### src/rtl/spi_ff_pkg.sv
package spi_ff_pkg;
  // status word bit positions
  localparam int ST_BUSY    = 0;
  localparam int ST_TXFULL  = 1;
  localparam int ST_TXEMPTY = 2;
  localparam int ST_RXEMPTY = 3;
  localparam int ST_RXFULL  = 4;
  // interrupt vector bit positions (raw, masked, mask)
  localparam int IRQ_TXE   = 0;
  localparam int IRQ_TXOVF = 1;
  localparam int IRQ_RXUDF = 2;
  localparam int IRQ_RXOVF = 3;
  localparam int IRQ_RXF   = 4;
  // clear register bit positions
  localparam int CLR_ALL   = 0;
  localparam int CLR_RXUDF = 1;
  localparam int CLR_RXOVF = 2;
  localparam int CLR_TXOVF = 3;
  // DMA enable bits
  localparam int DMA_RX_EN = 0;
  localparam int DMA_TX_EN = 1;

  localparam int NUM_THR    = 4;
  localparam int NUM_STICKY = 3;

  typedef enum logic [1:0] {
    THR_TX_IRQ = 2'd0,
    THR_RX_IRQ = 2'd1,
    THR_TX_DMA = 2'd2,
    THR_RX_DMA = 2'd3
  } thr_sel_e;

  // sticky slot k drives raw bit k+1; its private clear bit:
  function automatic int clr_bit_of(input int k);
    case (k)
      0:       return CLR_TXOVF;
      1:       return CLR_RXUDF;
      default: return CLR_RXOVF;
    endcase
  endfunction
endpackage

### src/rtl/spi_thr_reg.sv
module spi_thr_reg #(
  parameter int DEPTH   = 16,
  parameter int WDATA_W = 8,
  localparam int TH_W   = $clog2(DEPTH)
) (
  input  logic               clk,
  input  logic               rst,
  input  logic               wr,
  input  logic [WDATA_W-1:0] wdata,
  output logic [TH_W-1:0]    q
);
  localparam logic [WDATA_W-1:0] LIMIT = WDATA_W'(DEPTH);

  logic in_range;
  assign in_range = (wdata < LIMIT);

  always_ff @(posedge clk) begin
    if (rst)                 q <= '0;
    else if (wr && in_range) q <= wdata[TH_W-1:0];
  end

  // an out-of-range write leaves the value alone
  p_thr_ignore_r7: assert property (@(posedge clk) disable iff (rst)
    (wr && !in_range) |=> $stable(q));
  // an in-range write lands
  p_thr_take_r7: assert property (@(posedge clk) disable iff (rst)
    (wr && in_range) |=> (q == $past(wdata[TH_W-1:0])));
endmodule

### src/rtl/spi_sticky_bit.sv
module spi_sticky_bit (
  input  logic clk,
  input  logic rst,
  input  logic set_i,
  input  logic clr_i,
  output logic flag_d,
  output logic flag_q
);
  // set has priority so an event in the clearing cycle is not lost
  assign flag_d = set_i | (flag_q & ~clr_i);

  always_ff @(posedge clk) begin
    if (rst) flag_q <= 1'b0;
    else     flag_q <= flag_d;
  end

  p_sticky_set_r6: assert property (@(posedge clk) disable iff (rst)
    set_i |=> flag_q);
  p_sticky_hold_r6: assert property (@(posedge clk) disable iff (rst)
    (flag_q && !clr_i) |=> flag_q);
  p_sticky_clear_r6: assert property (@(posedge clk) disable iff (rst)
    (clr_i && !set_i) |=> !flag_q);
endmodule

### src/rtl/spi_level_decode.sv
module spi_level_decode #(
  parameter int DEPTH  = 16,
  localparam int LVL_W = $clog2(DEPTH+1),
  localparam int TH_W  = $clog2(DEPTH)
) (
  input  logic             eng_busy,
  input  logic [LVL_W-1:0] tx_level,
  input  logic [LVL_W-1:0] rx_level,
  input  logic [TH_W-1:0]  tx_irq_th,
  input  logic [TH_W-1:0]  rx_irq_th,
  input  logic [TH_W-1:0]  tx_dma_th,
  input  logic [TH_W-1:0]  rx_dma_th,
  input  logic [1:0]       dma_en,
  output logic [4:0]       status_d,
  output logic             tx_full,
  output logic             rx_full,
  output logic             rx_empty,
  output logic             txe_d,
  output logic             rxf_d,
  output logic             tx_dreq_d,
  output logic             rx_dreq_d
);
  import spi_ff_pkg::*;
  localparam logic [LVL_W-1:0] FULL_LVL = LVL_W'(DEPTH);

  logic tx_empty;

  always_comb begin
    tx_full  = (tx_level == FULL_LVL);
    tx_empty = (tx_level == '0);
    rx_full  = (rx_level == FULL_LVL);
    rx_empty = (rx_level == '0);

    status_d             = '0;
    status_d[ST_BUSY]    = eng_busy;
    status_d[ST_TXFULL]  = tx_full;
    status_d[ST_TXEMPTY] = tx_empty;
    status_d[ST_RXEMPTY] = rx_empty;
    status_d[ST_RXFULL]  = rx_full;

    txe_d     = (tx_level <= LVL_W'(tx_irq_th));
    rxf_d     = (rx_level >  LVL_W'(rx_irq_th));
    tx_dreq_d = dma_en[DMA_TX_EN] && (tx_level <= LVL_W'(tx_dma_th));
    rx_dreq_d = dma_en[DMA_RX_EN] && (rx_level >  LVL_W'(rx_dma_th));
  end
endmodule

### src/rtl/spi_fifo_flags.sv
module spi_fifo_flags
  import spi_ff_pkg::*;
#(
  parameter int DEPTH   = 16,
  parameter int WDATA_W = 8,
  localparam int LVL_W  = $clog2(DEPTH+1),
  localparam int TH_W   = $clog2(DEPTH)
) (
  input  logic               clk,
  input  logic               rst,
  input  logic               eng_busy,
  input  logic [LVL_W-1:0]   tx_level,
  input  logic [LVL_W-1:0]   rx_level,
  input  logic               bus_tx_wr,
  input  logic               bus_rx_rd,
  input  logic               eng_rx_push,
  input  logic               thr_wr,
  input  logic [1:0]         thr_sel,
  input  logic               mask_wr,
  input  logic               dma_ctl_wr,
  input  logic               clr_wr,
  input  logic [WDATA_W-1:0] cfg_wdata,
  output logic [4:0]         status,
  output logic [4:0]         raw_irq,
  output logic [4:0]         masked_irq,
  output logic               irq,
  output logic               tx_dma_req,
  output logic               rx_dma_req,
  output logic [TH_W-1:0]    tx_irq_th,
  output logic [TH_W-1:0]    rx_irq_th,
  output logic [TH_W-1:0]    tx_dma_th,
  output logic [TH_W-1:0]    rx_dma_th
);
  // ---------------- threshold registers ----------------
  logic [TH_W-1:0] thr_q [NUM_THR];

  for (genvar t = 0; t < NUM_THR; t++) begin : g_thr
    spi_thr_reg #(.DEPTH(DEPTH), .WDATA_W(WDATA_W)) u_thr (
      .clk   (clk),
      .rst   (rst),
      .wr    (thr_wr && (thr_sel == 2'(t))),
      .wdata (cfg_wdata),
      .q     (thr_q[t])
    );
  end

  assign tx_irq_th = thr_q[THR_TX_IRQ];
  assign rx_irq_th = thr_q[THR_RX_IRQ];
  assign tx_dma_th = thr_q[THR_TX_DMA];
  assign rx_dma_th = thr_q[THR_RX_DMA];

  // ---------------- mask and DMA enable ----------------
  logic [4:0] mask_q, mask_d;
  logic [1:0] dma_en_q, dma_en_d;

  assign mask_d   = mask_wr    ? cfg_wdata[4:0] : mask_q;
  assign dma_en_d = dma_ctl_wr ? cfg_wdata[1:0] : dma_en_q;

  // ---------------- level decode ----------------
  logic [4:0] status_d;
  logic tx_full, rx_full, rx_empty, txe_d, rxf_d, tx_dreq_d, rx_dreq_d;

  spi_level_decode #(.DEPTH(DEPTH)) u_dec (
    .eng_busy  (eng_busy),
    .tx_level  (tx_level),
    .rx_level  (rx_level),
    .tx_irq_th (thr_q[THR_TX_IRQ]),
    .rx_irq_th (thr_q[THR_RX_IRQ]),
    .tx_dma_th (thr_q[THR_TX_DMA]),
    .rx_dma_th (thr_q[THR_RX_DMA]),
    .dma_en    (dma_en_d),
    .status_d  (status_d),
    .tx_full   (tx_full),
    .rx_full   (rx_full),
    .rx_empty  (rx_empty),
    .txe_d     (txe_d),
    .rxf_d     (rxf_d),
    .tx_dreq_d (tx_dreq_d),
    .rx_dreq_d (rx_dreq_d)
  );

  // ---------------- sticky error bits ----------------
  logic [NUM_STICKY-1:0] stk_set, stk_clr, stk_d, stk_q;

  assign stk_set[0] = bus_tx_wr   & tx_full;   // transmit overflow
  assign stk_set[1] = bus_rx_rd   & rx_empty;  // receive underflow
  assign stk_set[2] = eng_rx_push & rx_full;   // receive overflow

  for (genvar k = 0; k < NUM_STICKY; k++) begin : g_stk
    assign stk_clr[k] = clr_wr & (cfg_wdata[CLR_ALL] | cfg_wdata[clr_bit_of(k)]);
    spi_sticky_bit u_stk (
      .clk    (clk),
      .rst    (rst),
      .set_i  (stk_set[k]),
      .clr_i  (stk_clr[k]),
      .flag_d (stk_d[k]),
      .flag_q (stk_q[k])
    );
  end

  // ---------------- output registers ----------------
  logic [4:0] raw_d;
  always_comb begin
    raw_d            = '0;
    raw_d[IRQ_TXE]   = txe_d;
    raw_d[IRQ_TXOVF] = stk_d[0];
    raw_d[IRQ_RXUDF] = stk_d[1];
    raw_d[IRQ_RXOVF] = stk_d[2];
    raw_d[IRQ_RXF]   = rxf_d;
  end

  always_ff @(posedge clk) begin
    if (rst) begin
      mask_q     <= '0;
      dma_en_q   <= '0;
      status     <= '0;
      raw_irq    <= '0;
      masked_irq <= '0;
      irq        <= 1'b0;
      tx_dma_req <= 1'b0;
      rx_dma_req <= 1'b0;
    end else begin
      mask_q     <= mask_d;
      dma_en_q   <= dma_en_d;
      status     <= status_d;
      raw_irq    <= raw_d;
      masked_irq <= raw_d & mask_d;
      irq        <= |(raw_d & mask_d);
      tx_dma_req <= tx_dreq_d;
      rx_dma_req <= rx_dreq_d;
    end
  end

  // ---------------- assertions ----------------
  p_status_txfull_r1: assert property (@(posedge clk) disable iff (rst)
    (tx_level == LVL_W'(DEPTH)) |=> status[ST_TXFULL]);
  p_status_busy_r1: assert property (@(posedge clk) disable iff (rst)
    1'b1 |=> (status[ST_BUSY] == $past(eng_busy)));
  p_txe_level_r2: assert property (@(posedge clk) disable iff (rst)
    (tx_level > LVL_W'(thr_q[THR_TX_IRQ])) |=> !raw_irq[IRQ_TXE]);
  p_txovf_set_r3: assert property (@(posedge clk) disable iff (rst)
    (bus_tx_wr && tx_level == LVL_W'(DEPTH)) |=> raw_irq[IRQ_TXOVF]);
  p_rxudf_set_r4: assert property (@(posedge clk) disable iff (rst)
    (bus_rx_rd && rx_level == '0) |=> raw_irq[IRQ_RXUDF]);
  p_rxovf_set_r5: assert property (@(posedge clk) disable iff (rst)
    (eng_rx_push && rx_level == LVL_W'(DEPTH)) |=> raw_irq[IRQ_RXOVF]);
  p_mask_and_r8: assert property (@(posedge clk) disable iff (rst)
    (masked_irq == (raw_irq & mask_q)));
  p_irq_line_r8: assert property (@(posedge clk) disable iff (rst)
    (irq == (|masked_irq)));
  p_txdma_r9: assert property (@(posedge clk) disable iff (rst)
    (!dma_en_d[DMA_TX_EN]) |=> !tx_dma_req);
  p_rxdma_r9: assert property (@(posedge clk) disable iff (rst)
    (!dma_en_d[DMA_RX_EN]) |=> !rx_dma_req);
endmodule

### config.mk
export PLATFORM = sky130hd
export DESIGN_NAME = spi_fifo_flags
export DESIGN_NICKNAME = d
export VERILOG_FILES = /design/src/rtl/spi_ff_pkg.sv /design/src/rtl/spi_thr_reg.sv /design/src/rtl/spi_sticky_bit.sv /design/src/rtl/spi_level_decode.sv /design/src/rtl/spi_fifo_flags.sv
export SDC_FILE = /design/constraint.sdc
export NUM_CORES = 1
export LEC_CHECK = 0
export ABC_CLOCK_PERIOD_IN_PS = 1900
export CAP_MARGIN = 20
export CORE_UTILIZATION = 40
export CTS_CLUSTER_SIZE = 10
export DETAILED_ROUTE_END_ITERATION = 8
export GPL_TIMING_DRIVEN = 0
export PLACE_DENSITY_LB_ADDON = 0.12
export SETUP_SLACK_MARGIN = 0.3
export SYNTH_ARGS = -nofsm -noshare
export SYNTH_HDL_FRONTEND = slang
export SYNTH_SLANG_ARGS = --single-unit
### constraint.sdc
create_clock -name clk -period 1.9 [get_ports clk]
set_input_delay 0.57 -clock clk [delete_from_list [all_inputs] [get_ports clk]]
set_output_delay 0.57 -clock clk [all_outputs]
set_load 0.005 [all_outputs]
[Word level (Yosys, flattened, before mapping)]
Cells that the tools add are included.
Storage, ports and cells
  word-level logic and storage cells: 60
  output and inout port bits: 34
  bits in registers: 44
Cells by class
  equal/unequal tests: 5
  multiplexer cells: 2
  bitwise logic cells: 19
  reduce and logical (&&, ||, !) cells: 14
  order comparisons: 5
Operator list (number)
  == test 5 bit (second input constant): 2
  > comparator 5 x 4 -> 1 bit: 2
  <= comparator 5 x 4 -> 1 bit: 2
  logical AND 1 bit: 10
  logical NOT 5 bit: 2
  AND 1 bit: 9
  < comparator 8 x 5 -> 1 bit (second input constant): 1
  bitwise OR 1 bit: 6
  AND 5 bit: 1
  2-to-1 mux 5 bit: 1
  OR reduction 5 bit: 1
  == test 2 bit (second input constant): 2
  NOT 1 bit: 3
  == test 2 x 1 -> 1 bit (second input constant): 1
  logical NOT 2 bit: 1
  2-to-1 mux 2 bit: 1

[Longest topological paths before layout]
  word-level depth: 7
  gate-level depth with buffers: 7

[Modules after synthesis]
From an unflattened synthesis, not the netlist that was laid out.
Second synthesis, totals
  cell total of the unflattened synthesis: 237
  area total of the unflattened synthesis: 2283.4 um^2
By module, submodules not included
  spi_fifo_flags: cells an instance 77, times used 1, sequential area each 500.5 um^2, area each 869.6 um^2
  spi_thr_reg: cells an instance 19, times used 4, sequential area each 80.1 um^2, area each 193.9 um^2
  spi_level_decode: cells an instance 69, times used 1, sequential area each 0.0 um^2, area each 488.0 um^2
  spi_sticky_bit: cells an instance 5, times used 3, sequential area each 20.0 um^2, area each 50.0 um^2

[Worst setup path after synthesis]
OpenSTA, ideal clock, no wires.
  kind: input -> register
  start point: input port rx_level[3]
  end point: register irq
  buffers on the path: 0
  slack: -0.160 ns
  arrival time: 1.926 ns
  cell stages on the path: 6
  setup time: 0.134 ns
  cell sequence: ha_1 > a211o_1 > a31oi_1 > o21ai_1 > o211a_1 > or4b_1
Between the ends
  word-level cells in the longest chain between the ends: 5
  elaborated cells on any way between the ends: 9
  those cells by class: order compare (1); eq/ne (1); bitwise (5); reduce/logical (2)
RTL lines
  start: declaration: line spi_fifo_flags.sv:13  | input logic [LVL_W-1:0] rx_level,
  == test 5 bit or logical NOT 5 bit (tied branches): line spi_level_decode.sv:31, spi_level_decode.sv:32
  AND 1 bit, on equally long branches: line spi_fifo_flags.sv:87, spi_fifo_flags.sv:86
  bitwise OR 1 bit: line spi_sticky_bit.sv:10  | assign flag_d = set_i | (flag_q & ~clr_i);
  AND 5 bit *: line spi_fifo_flags.sv:128  | irq <= |(raw_d & mask_d);
  OR reduction 5 bit *: line spi_fifo_flags.sv:128
  end signal: assignment: line spi_fifo_flags.sv:128
  end: declaration: line spi_fifo_flags.sv:26  | output logic irq,
Mark *: on every way between the ends. The rest lies on a longest branch, timed or not.
A chain may end at the register's enable or synchronous reset.

[Worst setup path after layout]
  start point: input port tx_level[2]
  end point: register irq
Between the ends
  word-level cells in the longest chain between the ends: 5
  elaborated cells on any way between the ends: 6
  those cells by class: order compare (1); eq/ne (1); bitwise (3); reduce/logical (1)
RTL lines
  start: declaration: line spi_fifo_flags.sv:12  | input logic [LVL_W-1:0] tx_level,
  == test 5 bit: line spi_level_decode.sv:29  | tx_full = (tx_level == FULL_LVL);
  AND 1 bit: line spi_fifo_flags.sv:85  | assign stk_set[0] = bus_tx_wr & tx_full;
  bitwise OR 1 bit: line spi_sticky_bit.sv:10
  AND 5 bit *: line spi_fifo_flags.sv:128
  OR reduction 5 bit *: line spi_fifo_flags.sv:128
Marks and branches as above.

==> impl_metrics.ini <==
[status]
status = finished clean

[setup_path]
crit_family = simple AND/OR/NAND/NOR gates
cp_max_fo = 2
reg2regPathDepth = 7
endpoint_kind = flop
arrival_ns = 2.03
crit_path_top_delay_cell = or4b_1
cpPeakStageDelay_ns = 0.52
cp.depth = 7
cp_data_required_time_ns = 2.07
r2r_slack_ns = 0.05
cp-start-kind = input port
crit_type = in -> reg
path_buf_inv = 1
path_cells = buf_8 -> ha_4 -> nand3_2 -> or2_1 -> a21oi_2 -> nor3_2 -> or4b_1

[synth]
seq_area_frac_synth = 0.444
async_flop_share = 0
yosys_warnings = 0
syn_avg_cell_area_um2 = 9.83
ys_ff_latch = 41
yosys-top-cells-area = dfxtp_1, mux2i_1, ha_1
synth_area_leader_cell = dfxtp_1
synthTopCellsByCount = dfxtp_1, nor2_1, mux2i_1
synthCells = 188
synth_nets = 234
synth_cell_types = 35
yosys_most_used_dff = dfxtp_1
syn-cell-area_mm2 = 0.00185
synth.most_common_cell = dfxtp_1
synth-edff-count = 0
yosysTopAreaCellShare = 0.444

[worst_hold_path]
hold_path.class = reg -> reg
whs_path_depth = 2

[grt]
antenna_found_initial = 0
grt_max_degree = 14
grt_pass1_vias = 1576
gr-total-overflow = 0
grt_pass1_wl_um = 7490
gr-usage-all-layers = 0.195

[clocking]
cts-root-buf = clkbuf_8
clk_pin_slew_ns = 0.08
clockBufferDepth = 2
tritoncts = done
htreeDepth = 2
worstSkewPairLatency_ns = 0.29
numCtsBuffers = 5
cts.sinks = 41
hold_buffers = 0

[timing]
worst_hold_slack_ns = 0.500
grt_setup_unrepaired = true
setup_viol = 0
period_needed_ns = 1.85
fin_crit_sh = 0.975
fmax_mhz = 540
relSlewSlack = 0.556
tightest_slew_ns = 0.660
finalHoldViolations = 0
slew_violations = 0
skew_ns = 0.00641

[power]
power_density_mw_per_mm2 = 667
p_total_w = 0.00195
power.ir.vdd_worst_uv = 350
leakage_nw = 1.38

[finish]
regArea_um2 = 845
n_antenna_cell = 0
nFillCells = 366
num-nets-final = 322
drive_gt1_frac = 0.354
multiInputGateArea_mm2 = 0.00106
syn2layout_area_growth_pct = 57.9

[floorplanning]
coreArea_mm2 = 0.00438
core.rowCount = 24
initial_core_util = 0.422
chipHeight_um = 70.0
io_pins = 64
dieArea_mm2 = 0.00490
die_x_um = 70.0

[drt]
wl_um = 4560
dr.pass1.iters = 4
drtIter0Drc = 59
wire_per_inst_um = 13.9
antenna_left = 0
via_per_inst = 5.02
vias = 1652
post-route-drc-count = 0

[placed_design]
globalplace.congestion = 0.769
portBuffers = 61
dp_hpwl_um = 3170

[flow_run]
max_cap_viol_count = 0
-- report_power, final --
| group | total (W) | switching (W) | internal [W] |
|---|---|---|---|
| combinational | 0.000235 | 0.000113 | 0.000121 |
| sequential | 0.000884 | 0.00000522 | 0.000879 |
| clock | 0.000828 | 0.000306 | 0.000522 |
| total | 0.00195 | 0.000424 | 0.00152 |
-- stage by stage --
| stage | worst slack (ns) | setup TNS [ns] | utilization | instances | area [um^2] |
|---|---|---|---|---|---|
| finish | 0.0476 | 0 | 0.666 | 329 | 2920 |
| global route | -0.0205 | -0.0205 | 0.666 | 329 | 2920 |
| CTS | 0.0475 | 0 | 0.656 | 328 | 2880 |
| detailed placement | -0.771 | -11.32 | 0.581 | 301 | 2550 |
| global placement | -0.756 | -11.41 | 0.581 | 301 | 2550 |
| floorplan | -0.0729 | -0.0729 | - | 188 | 1870 |
-- sequential cells by signal, indices dropped and copies added (netlist names) --
signal,count
tx_dma_req,1
mask_q,5
irq,1
dma_en_q,2
rx_dma_req,1
g_thr.u_thr.q,16
status,5
masked_irq,5
raw_irq,5
-- kinds of logic after synthesis --
kind of cell	synth area share
flops	0.444
fa+ha+maj	0.108
mux	0.125
buf+inv	0.0535
compound gates	0.0718
simple gates	0.198
-- metal layers --
layer | part of all wire | routed length [um] | GRT usage
met5 | 0 | 0 | 0
met3 | 0.053 | 244 | 0.0447
met1 | 0.46 | 2100 | 0.261
met4 | 0.0088 | 40 | 0.0422
met2 | 0.48 | 2180 | 0.323
-- worst register-to-register path, delay by kind of cell (launching register included) --
family                   cells  cell delay [ns]
adder cells (fa/ha/maj)      1             0.26
AO/OA/AOI/OAI                1             0.18
flip-flops                   1             0.34
buffers and inverters        1             0.04
AND/OR/NAND/NOR              4             0.89
-- path summary, 6_finish.rpt --
kind	start	end
worst max-delay path	tx_level[2]	irq
worst min-delay path	raw_irq[2]	raw_irq[2]
worst max register to register	g_thr[0].u_thr.q[2]	irq
worst min register to register	raw_irq[2]	raw_irq[2]
-- timing repair --
action	4_1_cts	5_1_grt
setup endpoints to repair	63	28
pin swaps	18	11
buffers inserted	19	1
resized for setup	123	23
-- cell type report --
type / count / share of cell area
plain buffers: 8 / 0.0159
flip-flops and latches: 41 / 0.289
well taps: 52 / 0.0223
clock buffers: 5 / 0.0236
clock inverters: 3 / 0.0223
multi-input cells: 124 / 0.364
inverters: 15 / 0.0193
repair buffers: 81 / 0.243
-- layout by cell type, fill, tap and decap left out, types with 3 or more instances in the layout --
master,netlist,layout
inv_2,0,6
dfxtp_2,0,19
o21ai_1,3,4
nor2_2,4,4
nand2_1,5,5
clkbuf_8,0,5
ha_4,0,5
ha_1,16,9
inv_1,15,9
buf_6,0,6
nand3_1,5,3
mux2i_1,23,21
nor2_1,27,26
dlygate4sd2_1,0,41
o21ai_0,5,4
buf_4,3,20
clkdlybuf4s50_1,0,8
dfxtp_1,41,22
clkbuf_2,0,5
a21oi_1,4,3
buf_2,1,4
Note: power is estimated with default switching activity, not from simulation.
